**config.mk**
```make
export PLATFORM = sky130hd
export DESIGN_NAME = nor_op_sequencer
export DESIGN_NICKNAME = d
export VERILOG_FILES = /design/src/rtl/nor_seq_pkg.sv /design/src/rtl/nor_region_map.sv /design/src/rtl/nor_poll_timer.sv /design/src/rtl/nor_op_sequencer.sv
export SDC_FILE = /design/constraint.sdc
export NUM_CORES = 1
export LEC_CHECK = 0
export BUFFER_PORTS_ARGS = -buffer_cell sky130_fd_sc_hd__buf_2
export CAP_MARGIN = 15
export CORE_AREA = 2 2 109 111
export DETAILED_ROUTE_END_ITERATION = 10
export DIE_AREA = 0 0 111 113
export PLACE_DENSITY = 0.94
export SLEW_MARGIN = 30
export SYNTH_ARGS = -nofsm -noshare
export SYNTH_HDL_FRONTEND = slang
export SYNTH_SLANG_ARGS = --single-unit
```
**constraint.sdc**
```tcl
create_clock -name clk -period 5.9 [get_ports clk]
set_clock_uncertainty 0.1 [all_clocks]
set_input_delay 1.475 -clock clk [delete_from_list [all_inputs] [get_ports clk]]
set_output_delay 1.475 -clock clk [all_outputs]
set_load 0.005 [all_outputs]
```
**src/rtl/nor_seq_pkg.sv**
```systemverilog
package nor_seq_pkg;

    localparam int LANE_W = 16;

    // Command bytes, placed in the low byte of every lane
    localparam logic [7:0] CMD_READ_ARRAY    = 8'hFF;
    localparam logic [7:0] CMD_READ_STATUS   = 8'h70;
    localparam logic [7:0] CMD_PROG_SETUP    = 8'h40;
    localparam logic [7:0] CMD_ERASE_SETUP   = 8'h20;
    localparam logic [7:0] CMD_ERASE_CONFIRM = 8'hD0;

    // Status bit positions inside one lane
    localparam int STS_READY_BIT = 7;
    localparam int STS_ERASE_BIT = 5;
    localparam int STS_PROG_BIT  = 4;

    typedef enum logic [3:0] {
        ST_IDLE     = 4'd0,
        ST_SETUP    = 4'd1,
        ST_SECOND   = 4'd2,
        ST_POLL_CMD = 4'd3,
        ST_POLL_RD  = 4'd4,
        ST_POLL_CAP = 4'd5,
        ST_RESTORE  = 4'd6,
        ST_VER_RD   = 4'd7,
        ST_VER_CAP  = 4'd8
    } seq_state_e;

    typedef enum logic [1:0] {
        RES_OK       = 2'd0,
        RES_BAD_REQ  = 2'd1,
        RES_DEV_FAIL = 2'd2
    } result_e;

endpackage

```
**src/rtl/nor_region_map.sv**
```systemverilog
// Returns the erase block size, in words, of the region holding a point.
module nor_region_map #(
    parameter int AW        = 16,
    parameter int SMALL_LOG = 3,
    parameter int SMALL_CNT = 4,
    parameter int BIG_LOG   = 5
) (
    input  logic [AW:0] point,
    output logic [AW:0] blk_words
);
    localparam int          BOUNDARY_I = SMALL_CNT * (2 ** SMALL_LOG);
    localparam logic [AW:0] BOUNDARY   = (AW + 1)'(BOUNDARY_I);
    localparam logic [AW:0] SMALL_W    = (AW + 1)'(2 ** SMALL_LOG);
    localparam logic [AW:0] BIG_W      = (AW + 1)'(2 ** BIG_LOG);

    always_comb begin
        blk_words = (point >= BOUNDARY) ? BIG_W : SMALL_W;
    end
endmodule

```
**src/rtl/nor_poll_timer.sv**
```systemverilog
// Saturating cycle counter used to bound status polling.
module nor_poll_timer #(
    parameter int TW = 16
) (
    input  logic          clk,
    input  logic          rst_n,
    input  logic          clear,
    input  logic          run,
    input  logic [TW-1:0] limit,
    output logic          expired
);
    logic [TW-1:0] cnt_d, cnt_q;

    always_comb begin
        cnt_d = cnt_q;
        if (clear) begin
            cnt_d = '0;
        end else if (run && (cnt_q != '1)) begin
            cnt_d = cnt_q + 1'b1;
        end
    end

    always_ff @(posedge clk) begin
        if (!rst_n) begin
            cnt_q <= '0;
        end else begin
            cnt_q <= cnt_d;
        end
    end

    assign expired = (cnt_q >= limit);
endmodule

```
**src/rtl/nor_op_sequencer.sv**
```systemverilog
module nor_op_sequencer
    import nor_seq_pkg::*;
#(
    parameter int AW        = 16,
    parameter int LANES     = 2,
    parameter int TW        = 16,
    parameter int SMALL_LOG = 3,
    parameter int SMALL_CNT = 4,
    parameter int BIG_LOG   = 5,
    parameter int BIG_CNT   = 4
) (
    input  logic                    clk,
    input  logic                    rst_n,
    input  logic                    req_valid,
    input  logic                    req_erase,
    input  logic [AW-1:0]           req_addr,
    input  logic [AW-1:0]           req_len,
    input  logic [LANES*LANE_W-1:0] req_data,
    input  logic [TW-1:0]           poll_limit,
    output logic                    busy,
    output logic                    done,
    output logic [1:0]              result,
    output logic                    fl_wr,
    output logic                    fl_rd,
    output logic [AW-1:0]           fl_addr,
    output logic [LANES*LANE_W-1:0] fl_wdata,
    input  logic [LANES*LANE_W-1:0] fl_rdata
);
    localparam int          DW        = LANES * LANE_W;
    localparam int          DEV_I     = SMALL_CNT * (2 ** SMALL_LOG) + BIG_CNT * (2 ** BIG_LOG);
    localparam logic [AW:0] DEV_WORDS = (AW + 1)'(DEV_I);

    typedef struct packed {
        seq_state_e     state;
        logic           erase;
        logic [AW-1:0]  addr;
        logic [AW:0]    remain;
        logic [DW-1:0]  wdata;
        logic           fail;
        logic           done;
        result_e        result;
    } seq_regs_t;

    seq_regs_t q, d;

    function automatic logic [DW-1:0] lane_cmd(input logic [7:0] c);
        return {LANES{{{(LANE_W - 8){1'b0}}, c}}};
    endfunction

    // Per-lane status flags
    logic [LANES-1:0] lane_ready, lane_erase_err, lane_prog_err;
    for (genvar g = 0; g < LANES; g++) begin : g_lane
        assign lane_ready[g]     = fl_rdata[g*LANE_W + STS_READY_BIT];
        assign lane_erase_err[g] = fl_rdata[g*LANE_W + STS_ERASE_BIT];
        assign lane_prog_err[g]  = fl_rdata[g*LANE_W + STS_PROG_BIT];
    end
    logic all_ready, any_erase_err, any_prog_err;
    assign all_ready     = &lane_ready;
    assign any_erase_err = |lane_erase_err;
    assign any_prog_err  = |lane_prog_err;

    // Region lookups for range start, range end and the walking address
    logic [AW:0] start_pt, end_pt, walk_pt;
    logic [AW:0] start_blk, end_blk, walk_blk;
    assign start_pt = {1'b0, req_addr};
    assign end_pt   = {1'b0, req_addr} + {1'b0, req_len};
    assign walk_pt  = {1'b0, q.addr};

    nor_region_map #(.AW(AW), .SMALL_LOG(SMALL_LOG), .SMALL_CNT(SMALL_CNT), .BIG_LOG(BIG_LOG))
        u_map_start (.point(start_pt), .blk_words(start_blk));
    nor_region_map #(.AW(AW), .SMALL_LOG(SMALL_LOG), .SMALL_CNT(SMALL_CNT), .BIG_LOG(BIG_LOG))
        u_map_end   (.point(end_pt),   .blk_words(end_blk));
    nor_region_map #(.AW(AW), .SMALL_LOG(SMALL_LOG), .SMALL_CNT(SMALL_CNT), .BIG_LOG(BIG_LOG))
        u_map_walk  (.point(walk_pt),  .blk_words(walk_blk));

    logic start_ok, end_ok, range_bad, prog_bad;
    assign start_ok  = ((start_pt & (start_blk - 1'b1)) == '0);
    assign end_ok    = ((end_pt & (end_blk - 1'b1)) == '0);
    assign range_bad = (req_len == '0) || (end_pt > DEV_WORDS) || !start_ok || !end_ok;
    assign prog_bad  = (start_pt >= DEV_WORDS);

    // Poll timeout
    logic timer_clear, timer_run, timer_expired;
    assign timer_clear = (q.state == ST_SECOND);
    assign timer_run   = (q.state == ST_POLL_CMD) || (q.state == ST_POLL_RD) ||
                         (q.state == ST_POLL_CAP);

    nor_poll_timer #(.TW(TW)) u_timer (
        .clk     (clk),
        .rst_n   (rst_n),
        .clear   (timer_clear),
        .run     (timer_run),
        .limit   (poll_limit),
        .expired (timer_expired)
    );

    // Next-state logic
    always_comb begin
        d      = q;
        d.done = 1'b0;
        unique case (q.state)
            ST_IDLE: begin
                if (req_valid) begin
                    d.erase  = req_erase;
                    d.addr   = req_addr;
                    d.remain = {1'b0, req_len};
                    d.wdata  = req_data;
                    d.fail   = 1'b0;
                    if (req_erase ? range_bad : prog_bad) begin
                        d.done   = 1'b1;
                        d.result = RES_BAD_REQ;
                    end else begin
                        d.state = ST_SETUP;
                    end
                end
            end
            ST_SETUP:    d.state = ST_SECOND;
            ST_SECOND:   d.state = ST_POLL_CMD;
            ST_POLL_CMD: d.state = ST_POLL_RD;
            ST_POLL_RD:  d.state = ST_POLL_CAP;
            ST_POLL_CAP: begin
                if (all_ready) begin
                    d.fail  = q.erase ? any_erase_err : any_prog_err;
                    d.state = ST_RESTORE;
                end else if (timer_expired) begin
                    d.fail  = 1'b1;
                    d.state = ST_RESTORE;
                end else begin
                    d.state = ST_POLL_CMD;
                end
            end
            ST_RESTORE: begin
                if (q.fail) begin
                    d.state  = ST_IDLE;
                    d.done   = 1'b1;
                    d.result = RES_DEV_FAIL;
                end else if (!q.erase) begin
                    d.state = ST_VER_RD;
                end else if (q.remain <= walk_blk) begin
                    d.state  = ST_IDLE;
                    d.done   = 1'b1;
                    d.result = RES_OK;
                end else begin
                    d.addr   = q.addr + walk_blk[AW-1:0];
                    d.remain = q.remain - walk_blk;
                    d.state  = ST_SETUP;
                end
            end
            ST_VER_RD:  d.state = ST_VER_CAP;
            ST_VER_CAP: begin
                d.state  = ST_IDLE;
                d.done   = 1'b1;
                d.result = (fl_rdata == q.wdata) ? RES_OK : RES_DEV_FAIL;
            end
            default: d.state = ST_IDLE;
        endcase
    end

    always_ff @(posedge clk) begin
        if (!rst_n) begin
            q <= '0;
        end else begin
            q <= d;
        end
    end

    // Flash bus drive
    always_comb begin
        fl_wr    = 1'b0;
        fl_rd    = 1'b0;
        fl_wdata = '0;
        unique case (q.state)
            ST_SETUP: begin
                fl_wr    = 1'b1;
                fl_wdata = q.erase ? lane_cmd(CMD_ERASE_SETUP) : lane_cmd(CMD_PROG_SETUP);
            end
            ST_SECOND: begin
                fl_wr    = 1'b1;
                fl_wdata = q.erase ? lane_cmd(CMD_ERASE_CONFIRM) : q.wdata;
            end
            ST_POLL_CMD: begin
                fl_wr    = 1'b1;
                fl_wdata = lane_cmd(CMD_READ_STATUS);
            end
            ST_RESTORE: begin
                fl_wr    = 1'b1;
                fl_wdata = lane_cmd(CMD_READ_ARRAY);
            end
            ST_POLL_RD, ST_VER_RD: fl_rd = 1'b1;
            default: ;
        endcase
    end

    assign fl_addr = q.addr;
    assign busy    = (q.state != ST_IDLE);
    assign done    = q.done;
    assign result  = q.result;

endmodule

```
Word-level counts from Yosys, hierarchy flattened
Index checks and enable logic that the tools add are counted.
{"block": "totals", "reg_bits": 90, "output_inout_bits": 54}
{"block": "classes", "addsub": 6, "order_cmp": 7, "n_eq_ne": 19, "muxes": 31, "n_bitwise": 3, "n_reduce_logical": 27}
{"operator": "$pmux 32 s4", "n": 1}
{"operator": "$mux 33", "n": 3}
{"operator": "$mux 74", "n": 1}
{"operator": "$pmux 33 s2", "n": 1}
{"operator": "$logic_not 17->1", "n": 2}
{"operator": "$sub 17x1->17 const B", "n": 2}
{"operator": "$eq 32x32->1", "n": 1}
{"operator": "$ge 16x6->1 const B", "n": 2}
{"operator": "$mux 32", "n": 1}
{"operator": "$pmux 4 s8", "n": 1}
{"operator": "$mux 23", "n": 1}
{"operator": "$mux 6", "n": 3}
{"operator": "$add 16x16->17", "n": 1}
{"operator": "$and 16x17->17", "n": 1}
{"operator": "$and 17x17->17", "n": 1}
{"operator": "$ge 17x6->1 const B", "n": 1}
{"operator": "$gt 17x8->1 const B", "n": 1}
{"operator": "$le 17x17->1", "n": 1}
{"operator": "$sub 17x17->17", "n": 1}
{"operator": "$add 16x1->16 const B", "n": 1}
{"operator": "$add 16x16->16", "n": 1}
{"operator": "$eq 4x3->1 const B", "n": 4}
{"operator": "$ge 16x16->1", "n": 1}
{"operator": "$ge 16x8->1 const B", "n": 1}
{"operator": "other kinds (26)", "n": 59}

Longest topological paths before layout
{"block": "logic_depth", "word_depth": 12, "ltp_mapped": 15, "mapped_depth_nobuf": 14}

Modules after synthesis
From an unflattened synthesis, not the netlist that was laid out.
{"block": "hier_totals", "hier_cells": 1147, "hier_area_um2": 8569.5}
{"mod": "nor_op_sequencer", "instances": 1, "cells_per_inst": 926, "area_each_um2": 6865.3}
{"mod": "nor_poll_timer", "instances": 1, "cells_per_inst": 158, "area_each_um2": 1246.2}
{"mod": "nor_region_map", "instances": 3, "cells_per_inst": 21, "area_each_um2": 152.6}

Worst setup path before layout
OpenSTA, ideal clock, no wires.
{"block": "synth_path", "path_kind": "input to register", "startpoint": "in req_addr[0]", "endpoint": "reg q (netlist bit result[1])", "setup_time_ps": 59, "arrival_ps": 4136, "required_ps": 5741, "slack_ps": 1604, "stages": 11, "path_cell_list": "ha_1 > fa_1 > a21oi_1 > o211ai_1 > a32oi_1 > a32oi_1 > xor2_1 > or4_4 > a2111oi_4 > or3_2 > a41o_1"}
{"block": "synth_via", "elab_chain_len": 11, "word_cells_on_any_way": 21, "classes_between": "3 x add/sub; 4 x order compare; 1 x eq/ne; 3 x mux; 2 x bitwise; 8 x reduce/logical"}
{"item": "start: declaration", "line_no": "nor_op_sequencer.sv:16", "rtl": "input logic [AW-1:0] req_addr,"}
{"item": "$add 16x16->17 / $ge 16x6->1 (equally long branches)", "line_no": "nor_op_sequencer.sv:66, nor_region_map.sv:17"}
{"item": "$ge 17x6->1 / $mux 6 (equally long branches)", "line_no": "nor_region_map.sv:17", "rtl": "blk_words = (point >= BOUNDARY) ? BIG_W : SMALL_W;"}
{"item": "$mux 6 / $sub 17x1->17 (equally long branches)", "line_no": "nor_region_map.sv:17, nor_op_sequencer.sv:77"}
{"item": "$sub 17x1->17 / $and 16x17->17 (equally long branches)", "line_no": "nor_op_sequencer.sv:78, nor_op_sequencer.sv:77"}
{"item": "$and 17x17->17 / $logic_not 17->1 (equally long branches)", "line_no": "nor_op_sequencer.sv:78, nor_op_sequencer.sv:77"}
{"item": "$logic_not 17->1 / $logic_not 1->1 (equally long branches)", "line_no": "nor_op_sequencer.sv:78, nor_op_sequencer.sv:79"}
{"item": "$logic_not 1->1 / $logic_or 1x1->1 (equally long branches)", "line_no": "nor_op_sequencer.sv:79", "rtl": "assign range_bad = (req_len == '0) || (end_pt > DEV_WORDS) || !start_ok || !end_ok;"}
{"item": "$logic_or 1x1->1", "line_no": "nor_op_sequencer.sv:79"}
{"item": "$mux 1 (*)", "line_no": "nor_op_sequencer.sv:109", "rtl": "if (req_erase ? range_bad : prog_bad) begin"}
{"item": "$ne 2x2->1 (no source line) (*)"}
{"item": "$reduce_and 5->1 (no source line) (*)"}
{"item": "end signal: assignment", "line_no": "nor_op_sequencer.sv:161", "rtl": "q <= '0;"}
{"item": "end signal: assignment", "line_no": "nor_op_sequencer.sv:163", "rtl": "q <= d;"}
{"item": "end: declaration", "line_no": "nor_op_sequencer.sv:44", "rtl": "seq_regs_t q, d;"}
Mark *: on every way between the ends. The rest lies on a longest branch, timed or not.
A chain may end at the register's enable or synchronous reset.

Final worst setup path
Same ends and word-level chain as after synthesis.

==> metrics.cfg <==
[route]
routed_via_density = 5.99
dr_wl_met3_um = 1370
met2_length_um = 8730
m1WireLength_um = 7570
drt_wl_total_um = 18100
firstDrtPassIters = 5
highest_layer = met4
ant_nets = 0
drtIter0Drc = 523
wire_per_inst_um = 15.9
vias = 6793
drc = 0

[setup_path]
worstPathMaxFanout = 5
arrival_ns = 4.54
start_kind = primary input
cp_common_cell = a32oi_1
crit_slowest_cell = or4_4
criticalPathCategory = primary input to flip-flop
slowest_delay_ns = 0.55
crit_chain = buf_2, ha_1, fa_1, a21oi_1, o211ai_1, a32oi_1, a32oi_1, xor2_1, or4_4, a2111oi_4, or3_2, a41o_1
critPathCaptureType = flip-flop
rrSetupSlack_ns = 2.36
cp.required_ns = 6.08

[timing]
setup_violations = 0
fin_crit_ns = 4.36
slew_headroom_pct = 36.4
fmax_mhz = 229
hold_violations = 0
fin_tns_setup_ns = 0
grt_setup_unrepaired = no
maxSlewViolCount = 0
period_share_pct = 73.9
worstMarginPinSlew_ns = 0.945

[power]
seqPwrFrac_pct = 43.1
p_int_mw = 1.08
powerDensity_nw_per_um2 = 203
power.leakage_nw = 3.43
p_switching_mw = 0.453
pwr-share-clk_pct = 35.4
swShare_pct = 29.6
totalPowerFinal_mw = 1.53
ir_drop_v = 0.000152
combPwrFrac_pct = 21.6

[global_routing]
grt_util_all_layers_pct = 28.5
grt_max_degree = 74
overflow = 0
grt_pass1_wl_um = 29700
antenna_found_initial = 0
grt_pass1_vias = 6158

[logic_synthesis]
syn_area_per_cell_um2 = 7.54
synth_edf_count = 0
ys_seq_elements = 90
syn-num-nets = 1019
synthCells = 863
syn_area_um2 = 6510
seq_area_frac_synth_pct = 27.7
yosysWarnings = 0
synth_cell_type_count = 67
synth_ff_type = dfxtp_1
async_flop_share_pct = 0

[finish]
fin_nets = 1142
fill_cells = 976
synthToLayoutAreaGrowth_pct = 16.0
final_cells = 1134
layout-drive-gt1-share_pct = 20.7
diodes = 0

[clock_network]
cts_resized = 0
cts_root_buffer = clkbuf_16
cts_made_buffers = 9
path_clk_slew_ns = 0.07
clk_latency_ns = 0.33
cts.sinks = 90
clock_path_buffers = 2
cts_tree = done
cts_max_level = 3
holdBufCountCts = 0
cts_setup_buffers = 0

[placed_design]
hpwl_um = 13300
globalplace.congestion = 0.922
placed_cells = 1118
port_buffers = 169

[floorplanning]
die_h_um = 113
core_area_um2 = 11300
start_util_pct = 57.8
num_io_pins = 170
row_count = 39
die_area_um2 = 12500
die_w_um = 111

[run]
drv_cap = 0

[run_status]
outcome = finished, final reports clean

[min_path]
hp-class = flip-flop to flip-flop

power by group through the flow:
stage	clock, mW	sequential (mW)	combinational (mW)
6_report	0.542	0.660	0.330
5_1_grt	0.581	0.663	0.368
4_1_cts	0.553	0.659	0.326
3_5_place_dp	0	0.673	0.325
3_3_place_gp	0	0.671	0.317
2_1_floorplan	0	0.665	0.230
layer usage:
metal  global-route usage (%)  vias up
li1                         -     3294
met1                     37.0     3163
met2                     48.3      310
met3                     5.20       26
met4                     8.92        0
met5                        0        -
sequential cells by signal, indices dropped and copies added, names as in the netlist:
signal,flops
result,2
u_timer.cnt_q,16
q,55
fl_addr,16
done,1
worst paths after layout:
| path | depth (start not counted) | startpoint | to |
|---|---|---|---|
| worst max-delay path | 12 | req_addr[0] | result[1] |
| worst min-delay path | 2 | fl_addr[0] | fl_addr[0] |
| worst max register to register | 6 | q[72] | q[52] |
| worst min register to register | 2 | fl_addr[0] | fl_addr[0] |
final cells by class:
cell class / instances / area [um2] / area share, %
clock inverters: 5 / 38.8 / 0.514
clock buffers: 11 / 243 / 3.21
repair buffers: 175 / 893 / 11.8
multi-input cells: 679 / 4280 / 56.7
flip-flops and latches: 90 / 1800 / 23.9
well taps: 143 / 179 / 2.37
inverters: 31 / 116 / 1.54
placed cells by master (no fill, tap or decap), types with 12 or more instances in the layout:
cell,synthesis,final
nor2b_1,15,15
xnor2_1,42,42
nand2_1,135,135
ha_1,39,39
nor2_1,65,65
o21ai_0,40,40
xor2_1,14,14
a21o_1,12,12
a21oi_1,49,49
nor3_1,24,24
a21boi_0,45,45
dfxtp_1,90,90
inv_1,30,30
buf_2,1,168
nor4_1,16,15
nand4_1,17,17
and2_1,21,21
nand3_1,31,31
cell usage after synthesis, types with 4 or more instances:
cell type,number,area share [%]
a21boi_0,45,5.2
buf_4,20,2.3
nand3_1,31,2.4
xnor2_1,42,5.6
o21ai_0,40,3.1
nor2_1,65,3.7
a22o_1,4,0.54
nand4_1,17,1.6
nand2_1,135,7.8
dfxtp_1,90,28
nor3_1,24,1.8
o21a_1,5,0.58
and2_1,21,2.0
nor2b_1,15,1.4
a21oi_1,49,3.8
clkbuf_1,36,2.1
or3_1,7,0.67
and4_1,4,0.54
xor2_1,14,1.9
a211o_1,5,0.67
o211ai_1,11,1.3
a31oi_1,4,0.38
ha_1,39,7.5
a22oi_1,5,0.58
inv_1,30,1.7
o211a_1,8,1.2
and3_1,5,0.48
nor4_1,16,1.5
a21o_1,12,1.4
per-stage QoR:
| stage | worst slack (ns) | cell area (um2) | utilization, % | hold WS (ns) |
|---|---|---|---|---|
| global route | 1.33 | 7550 | 67.0 | 0.393 |
| global placement | 1.26 | 7270 | 64.5 | 0.351 |
| finish | 1.54 | 7550 | 67.0 | 0.362 |
| CTS | 1.57 | 7550 | 67.0 | 0.361 |
| floorplan | 1.60 | 6510 | - | 0.336 |
| detailed placement | 1.23 | 7270 | 64.5 | 0.354 |
cells by family (layout without fill, tap and decap cells):
kind of cell / Yosys count / in the layout / share of synthesized area, %
compound gates: 219 / 219 / 23.1
xor+xnor: 56 / 56 / 7.53
fa+ha+maj: 40 / 40 / 7.80
buf+inv: 94 / 222 / 6.94
flops: 90 / 90 / 27.7
mux: 2 / 2 / 0.307
simple gates: 362 / 362 / 26.7
critical path, delay by kind of cell:
family	cells	cell delay [ns]
AO/OA/AOI/OAI	6	1.39
AND/OR/NAND/NOR	2	0.75
buffers and inverters	1	0.12
XOR/XNOR	1	0.16
adder cells (fa/ha/maj)	2	0.65
Note: power is estimated with default switching activity, not from simulation.
